## config.mk

```make
export PLATFORM = sky130hd
export DESIGN_NAME = pfc_flow_ctrl
export DESIGN_NICKNAME = d
export VERILOG_FILES = /design/src/rtl/pfc_pkg.sv /design/src/rtl/pfc_cfg_regs.sv /design/src/rtl/pfc_pause_timer.sv /design/src/rtl/pfc_req_arb.sv /design/src/rtl/pfc_flow_ctrl.sv
export SDC_FILE = /design/constraint.sdc
export NUM_CORES = 1
export LEC_CHECK = 0
export BUFFER_PORTS_ARGS = -buffer_cell sky130_fd_sc_hd__buf_2
export CORE_ASPECT_RATIO = 1.1
export CORE_UTILIZATION = 45
export CTS_CLUSTER_DIAMETER = 120
export DETAILED_ROUTE_END_ITERATION = 8
export MAX_ROUTING_LAYER = met4
export PLACE_DENSITY = 0.75
export RECOVER_POWER = 50
export SYNTH_ARGS = -nofsm -noshare
export SYNTH_HDL_FRONTEND = slang
export SYNTH_SLANG_ARGS = --single-unit
```

## constraint.sdc

```tcl
create_clock -name clk -period 5.1 [get_ports clk]
set_input_delay 1.02 -clock clk [delete_from_list [all_inputs] [get_ports clk]]
set_output_delay 1.02 -clock clk [all_outputs]
set_load 0.02 [all_outputs]
```

## src/rtl/pfc_pkg.sv

```systemverilog
package pfc_pkg;

    localparam logic [47:0] PFC_DST    = 48'h0180C2000001;
    localparam logic [15:0] PFC_ETYPE  = 16'h8808;
    localparam logic [15:0] PFC_OPCODE = 16'h0001;
    localparam int          THR_W      = 9;

    typedef enum logic [1:0] {
        SRC_NONE = 2'd0,
        SRC_SW   = 2'd1,
        SRC_AUTO = 2'd2,
        SRC_ZERO = 2'd3
    } pfc_src_e;

    typedef struct packed {
        logic       enable;
        logic       zq_en;
        logic [1:0] slot;
    } pfc_ctl_t;

    // quanta remaining on the timer at which a re-send is considered
    function automatic logic [THR_W-1:0] slot_threshold(input logic [1:0] code);
        case (code)
            2'd0:    return 9'd4;
            2'd1:    return 9'd28;
            2'd2:    return 9'd144;
            default: return 9'd256;
        endcase
    endfunction

endpackage

```

## src/rtl/pfc_cfg_regs.sv

```systemverilog
module pfc_cfg_regs
    import pfc_pkg::*;
#(
    parameter int QW = 16
) (
    input  logic          clk,
    input  logic          rst,
    input  logic          wr_en,
    input  logic          wr_start,
    input  pfc_ctl_t      wr_ctl,
    input  logic [QW-1:0] wr_quanta,
    input  logic          full_duplex,
    input  logic          sw_done,
    output pfc_ctl_t      ctl,
    output logic [QW-1:0] quanta,
    output logic          busy,
    output logic          bp_start
);

    always_ff @(posedge clk) begin
        if (rst) begin
            ctl    <= '0;
            quanta <= '0;
            busy   <= 1'b0;
        end else if (wr_en && !busy) begin
            ctl    <= wr_ctl;
            quanta <= wr_quanta;
            busy   <= wr_start;
        end else if (busy) begin
            if (!ctl.enable || !full_duplex)
                busy <= 1'b0;
            else if (sw_done)
                busy <= 1'b0;
        end
    end

    assign bp_start = busy && ctl.enable && !full_duplex;

    // a write while busy leaves every field untouched
    a_r3_write_ignored_busy: assert property (@(posedge clk) disable iff (rst)
        (wr_en && busy) |=> ($stable(quanta) && $stable(ctl)));

endmodule

```

## src/rtl/pfc_pause_timer.sv

```systemverilog
module pfc_pause_timer
    import pfc_pkg::*;
#(
    parameter int QW = 16
) (
    input  logic          clk,
    input  logic          rst,
    input  logic          load,
    input  logic [QW-1:0] load_val,
    input  logic          tick,
    input  logic [1:0]    slot,
    output logic          active,
    output logic          hit
);

    localparam logic [QW-1:0] ONE = QW'(1);

    logic [QW-1:0] cnt;
    logic [QW-1:0] thr_q;

    assign thr_q  = QW'(slot_threshold(slot));
    assign active = (cnt != '0);
    assign hit    = tick && !load && (cnt == thr_q + ONE);

    always_ff @(posedge clk) begin
        if (rst)
            cnt <= '0;
        else if (load)
            cnt <= load_val;
        else if (tick && active)
            cnt <= cnt - ONE;
    end

    // without a load the timer only counts down
    a_r5_timer_no_rise: assert property (@(posedge clk) disable iff (rst)
        !load |=> (cnt <= $past(cnt)));

endmodule

```

## src/rtl/pfc_req_arb.sv

```systemverilog
module pfc_req_arb
    import pfc_pkg::*;
#(
    parameter int QW = 16
) (
    input  logic          clk,
    input  logic          rst,
    input  logic          en,
    input  logic          fd,
    input  logic          zq_en,
    input  logic          sw_req,
    input  logic [QW-1:0] quanta,
    input  logic          hit,
    input  logic          fc_req,
    input  logic          timer_active,
    input  logic          done,
    output logic          valid,
    output logic [QW-1:0] out_quanta,
    output logic          sw_done,
    output logic          load
);

    pfc_src_e src;
    logic     fc_q;
    logic     auto_p;
    logic     zero_p;
    logic     fall;

    assign fall    = fc_q && !fc_req;
    assign load    = valid && done;
    assign sw_done = load && (src == SRC_SW);

    always_ff @(posedge clk) begin
        if (rst) begin
            fc_q       <= 1'b0;
            auto_p     <= 1'b0;
            zero_p     <= 1'b0;
            valid      <= 1'b0;
            out_quanta <= '0;
            src        <= SRC_NONE;
        end else begin
            fc_q <= fc_req;
            if (!en || !fd) begin
                auto_p <= 1'b0;
                zero_p <= 1'b0;
            end else begin
                if (hit && fc_req)
                    auto_p <= 1'b1;
                if (fall && zq_en && timer_active)
                    zero_p <= 1'b1;
            end
            if (valid) begin
                if (done) begin
                    valid <= 1'b0;
                    src   <= SRC_NONE;
                end
            end else if (en && fd) begin
                if (sw_req) begin
                    valid      <= 1'b1;
                    out_quanta <= quanta;
                    src        <= SRC_SW;
                end else if (auto_p) begin
                    valid      <= 1'b1;
                    out_quanta <= quanta;
                    src        <= SRC_AUTO;
                    auto_p     <= 1'b0;
                end else if (zero_p) begin
                    valid      <= 1'b1;
                    out_quanta <= '0;
                    src        <= SRC_ZERO;
                    zero_p     <= 1'b0;
                end
            end
        end
    end

    // request held steady until accepted
    a_r4_hold_until_done: assert property (@(posedge clk) disable iff (rst)
        (valid && !done) |=> (valid && $stable(out_quanta) && $stable(src)));

    // nothing is issued while disabled
    a_r8_disabled_no_issue: assert property (@(posedge clk) disable iff (rst)
        !en |=> !$rose(valid));

endmodule

```

## src/rtl/pfc_flow_ctrl.sv

```systemverilog
module pfc_flow_ctrl
    import pfc_pkg::*;
#(
    parameter int QW = 16
) (
    input  logic          clk,
    input  logic          rst,
    input  logic          cfg_wr,
    input  logic          cfg_start,
    input  logic          cfg_enable,
    input  logic          cfg_zq_en,
    input  logic [1:0]    cfg_slot,
    input  logic [QW-1:0] cfg_quanta,
    input  logic          full_duplex,
    input  logic          fc_req,
    input  logic          quantum_tick,
    output logic          busy,
    output logic          pf_valid,
    output logic [QW-1:0] pf_quanta,
    output logic [47:0]   pf_dst,
    output logic [15:0]   pf_type,
    output logic [15:0]   pf_opcode,
    input  logic          pf_done,
    output logic          backpressure
);

    pfc_ctl_t      wr_ctl;
    pfc_ctl_t      ctl;
    logic [QW-1:0] quanta;
    logic          bp_start;
    logic          bp_active;
    logic          sw_done;
    logic          load;
    logic          hit;
    logic          timer_active;

    assign wr_ctl = '{enable: cfg_enable, zq_en: cfg_zq_en, slot: cfg_slot};

    pfc_cfg_regs #(.QW(QW)) u_cfg (
        .clk(clk), .rst(rst), .wr_en(cfg_wr), .wr_start(cfg_start),
        .wr_ctl(wr_ctl), .wr_quanta(cfg_quanta), .full_duplex(full_duplex),
        .sw_done(sw_done), .ctl(ctl), .quanta(quanta), .busy(busy),
        .bp_start(bp_start)
    );

    pfc_pause_timer #(.QW(QW)) u_timer (
        .clk(clk), .rst(rst), .load(load), .load_val(pf_quanta),
        .tick(quantum_tick), .slot(ctl.slot), .active(timer_active), .hit(hit)
    );

    pfc_req_arb #(.QW(QW)) u_arb (
        .clk(clk), .rst(rst), .en(ctl.enable), .fd(full_duplex),
        .zq_en(ctl.zq_en), .sw_req(busy), .quanta(quanta), .hit(hit),
        .fc_req(fc_req), .timer_active(timer_active), .done(pf_done),
        .valid(pf_valid), .out_quanta(pf_quanta), .sw_done(sw_done), .load(load)
    );

    always_ff @(posedge clk) begin
        if (rst)
            bp_active <= 1'b0;
        else if (bp_start)
            bp_active <= 1'b1;
        else if (!fc_req)
            bp_active <= 1'b0;
    end

    assign backpressure = bp_active && ctl.enable && !full_duplex;
    assign pf_dst       = PFC_DST;
    assign pf_type      = PFC_ETYPE;
    assign pf_opcode    = PFC_OPCODE;

    // busy clears once its own frame is accepted
    a_r2_busy_clears: assert property (@(posedge clk) disable iff (rst)
        sw_done |=> !busy);

    // backpressure only starts from a half-duplex start
    a_r9_bp_from_start: assert property (@(posedge clk) disable iff (rst)
        $rose(bp_active) |-> $past(busy && !full_duplex));

endmodule

```

==> flow_summary.ini <==
[floorplan]
fp.dieW_um = 83.5
die-height_um = 91.7
row_count = 32
start_util_pct = 46.7
core_area_mm2 = 0.00705
ios = 127
dieArea_mm2 = 0.00766

[cts]
cts_made_buffers = 9
cts_setup_buffers = 0
clk_path_buf_depth = 2
postCtsHoldBufs = 0
clk_pin_slew_ns = 0.07
postCtsResizedCells = 0
cts_tree = done
cts.sinks = 60
clock_latency_ns = 0.33
htree_levels = 3
root_buffer = clkbuf_8

[yosys]
synth.largest_area_cell = dfxtp_1
ys_seq_area_share_pct = 36.5
synth.distinct_cells = 41
postSynthAreaPerCell_um2 = 7.91
synth_cells = 416
synth_edf_count = 0
ys_seq_elements = 60
async_reset_ff_share_pct = 0
yosys_warnings = 0
synth_top_area_share_pct = 36.5
synthFlopType = dfxtp_1
ys_top_cells_by_count = buf_4 (80), nand2_1 (67), dfxtp_1 (60), a21oi_1 (46), nor2_1 (26)
synth_area_leaders = dfxtp_1 (37%), buf_4 (18%), nand2_1 (7.6%)
synth_most_common_cell = buf_4
syn_area_mm2 = 0.00329

[worst_setup_path]
crit_chain = clkbuf_1 > nor2_1 > a22o_1
cp-end-kind = flip-flop
reg2reg_slack_ns = 2.94
critical_path_class = input port to flip-flop
cp_max_fo = 59
cp_top_family = buffers and inverters
critPathRequiredTime_ns = 5.32
startpoint = rst
slowest_stage = clkbuf_1
reg2reg_depth = 5
crit_arrival_ns = 3.45
regToRegStartpoint = u_timer.cnt[3]$_SDFFE_PP0P_
rr_endpoint = u_timer.cnt[14]$_SDFFE_PP0P_
crit_end = u_timer.cnt[1]$_SDFFE_PP0P_
worst-path-buf-inv = 1
critical-path-max-stage-delay_ns = 1.73
start_kind = input port
worstSetupPathDepth = 3

[outcome]
violations = capacitance limit, slew limit
status = complete, but fails checks

[detailed_routing]
vias_per_cell = 4.88
remaining_drc_errors = 0
via_count = 2636
first_pass_iters = 4
wl_per_cell_um = 11.8
drtAntennaViolNets = 0
drt_iter0_markers = 107
postRouteWirelength_mm = 6.35

[timing]
hold_viol_final = 0
fmax_mhz = 309
finalCritPeriodShare_pct = 63.5
final_max_slew_viol_count = 60
finClkSkew_ns = 0.0120
finalSetupTns_ns = 0
min_period_ns = 3.24
tightestPinTransition_ns = 2.48
rsz0062_at_grt = false
slew_headroom_pct = -65.3
setup_viol = 0

[global_route]
grtUsageTotal_pct = 17.7
first_global_vias = 2331
antenna_found_initial = 0
overflow = 0
grt_use_met1_pct = 21.3
grt_pass1_wl_mm = 10.7
grtUsageMet3_pct = 3.78
grt_max_degree = 60
met2_usage_pct = 28.1
grt.busiest_layer = met2

[layout]
syn_to_final_growth_pct = 4.15
drive_gt1_share_pct = 11.0
postLayoutCoreUtil_pct = 48.6
layout.cells.non_filler = 540
nets = 487
diodes = 0

[placement]
place_inst = 526
io_buffers = 46
place.gp.congestion = 0.868
hpwlAfterDp_mm = 4.53

[pwr]
peakVddDrop_uv = 231
powerDensity_mw_per_mm2 = 488
p_leak_nw = 1.47

[min_path]
hold_path.class = flip-flop to flip-flop
holdPathStages = 2

[run]
maxCapViolations = 1
-- logic make-up after synthesis --
kind of cell,count (synthesis),synth area share (%)
muxes,3,0.913
adders and majority gates,7,2.66
DFF,60,36.5
and+or+nand+nor,157,22.6
buffers and inverters,106,21.5
xor gates and xnor gates,12,3.20
AOI/OAI and AO/OA,69,12.4
other,2,0.228
-- registers in the layout (all words and copies together) (netlist names) --
register and count:
u_arb.auto_p 1, u_cfg.busy 1, u_arb.src 2, u_cfg.ctl 4, u_cfg.quanta 16, u_arb.out_quanta 16
bp_active 1, u_timer.cnt 16, u_arb.fc_q 1, u_arb.valid 1, u_arb.zero_p 1
-- area by class of cell --
| cell class | instances | area, µm² |
|---|---|---|
| multi-input cells | 328 | 1680 |
| clock inverters | 5 | 78.8 |
| repair buffers | 47 | 218 |
| fillers | 696 | 3620 |
| inverters | 6 | 22.5 |
| flip-flops and latches | 60 | 1200 |
| well taps | 85 | 106 |
| clock buffers | 9 | 124 |
-- worst register-to-register path: stages (launching register included) --
cell and delay, ns:
dfxtp_1 0.36, nor3_2 0.36, nand4_1 0.31, or4b_1 0.61, mux2i_1 0.20, a211oi_1 0.09
-- through the flow --
stage / hold slack [ns] / power, mW / instance area [µm²] / worst slack (ns)
floorplan: 0.432 / 1.15 / 3580 / 2.76
global placement: 0.440 / 1.21 / 3240 / 2.51
detailed placement: 0.447 / 1.22 / 3240 / 2.46
CTS: 0.456 / 1.67 / 3450 / 2.60
global route: 0.472 / 1.78 / 3430 / 1.56
finish: 0.456 / 1.67 / 3430 / 1.86
-- placed cells by master (no fill, tap or decap), types with 2 or more instances in the layout --
| cell | instances |
|---|---|
| dfxtp_1 | 60 |
| a22o_1 | 3 |
| nand4_1 | 3 |
| o21ai_0 | 3 |
| conb_1 | 80 |
| a311oi_1 | 3 |
| clkbuf_8 | 9 |
| nor2b_1 | 3 |
| bufinv_16 | 2 |
| nand2_1 | 67 |
| nand2b_1 | 2 |
| buf_2 | 30 |
| nand3_1 | 25 |
| nor2_1 | 26 |
| ha_1 | 7 |
| clkbuf_1 | 16 |
| nor4_1 | 6 |
| xor2_1 | 6 |
| a21oi_1 | 46 |
| clkinv_2 | 2 |
| xnor2_1 | 6 |
| mux2i_1 | 3 |
| nor3_1 | 6 |
| or4_1 | 2 |
| or3_1 | 2 |
| inv_1 | 6 |
| a211oi_1 | 9 |
| nor3_2 | 2 |
| nor3b_1 | 5 |
-- report_power, final --
group	internal (mW)	total, mW	switching (mW)
clock	0.268	0.446	0.177
combinational	0.246	0.607	0.362
sequential	0.537	0.617	0.0808
total	1.05	1.67	0.620
-- layer usage --
| metal | vias up | wire length [µm] | part of all wire (%) |
|---|---|---|---|
| li1 | 1318 | - | - |
| met1 | 1199 | 2810 | 44 |
| met2 | 111 | 3110 | 49 |
| met3 | 8 | 338 | 5.3 |
| met4 | 0 | 89 | 1.4 |
| met5 | - | 0 | 0 |
-- how the worst min path moves through the flow --
stage	from	to	slack, ns
after floorplan	bp_active$_SDFFE_PP0P_	bp_active$_SDFFE_PP0P_	0.43
after global placement	bp_active$_SDFFE_PP0P_	bp_active$_SDFFE_PP0P_	0.44
after detailed placement	u_cfg.quanta[1]$_SDFFE_PP0P_	u_cfg.quanta[1]$_SDFFE_PP0P_	0.45
after CTS	u_cfg.quanta[1]$_SDFFE_PP0P_	u_cfg.quanta[1]$_SDFFE_PP0P_	0.46
after global routing	u_cfg.quanta[11]$_SDFFE_PP0P_	u_cfg.quanta[11]$_SDFFE_PP0P_	0.47
final	u_cfg.quanta[13]$_SDFFE_PP0P_	u_cfg.quanta[13]$_SDFFE_PP0P_	0.46
Note: power is estimated with default switching activity, not from simulation.
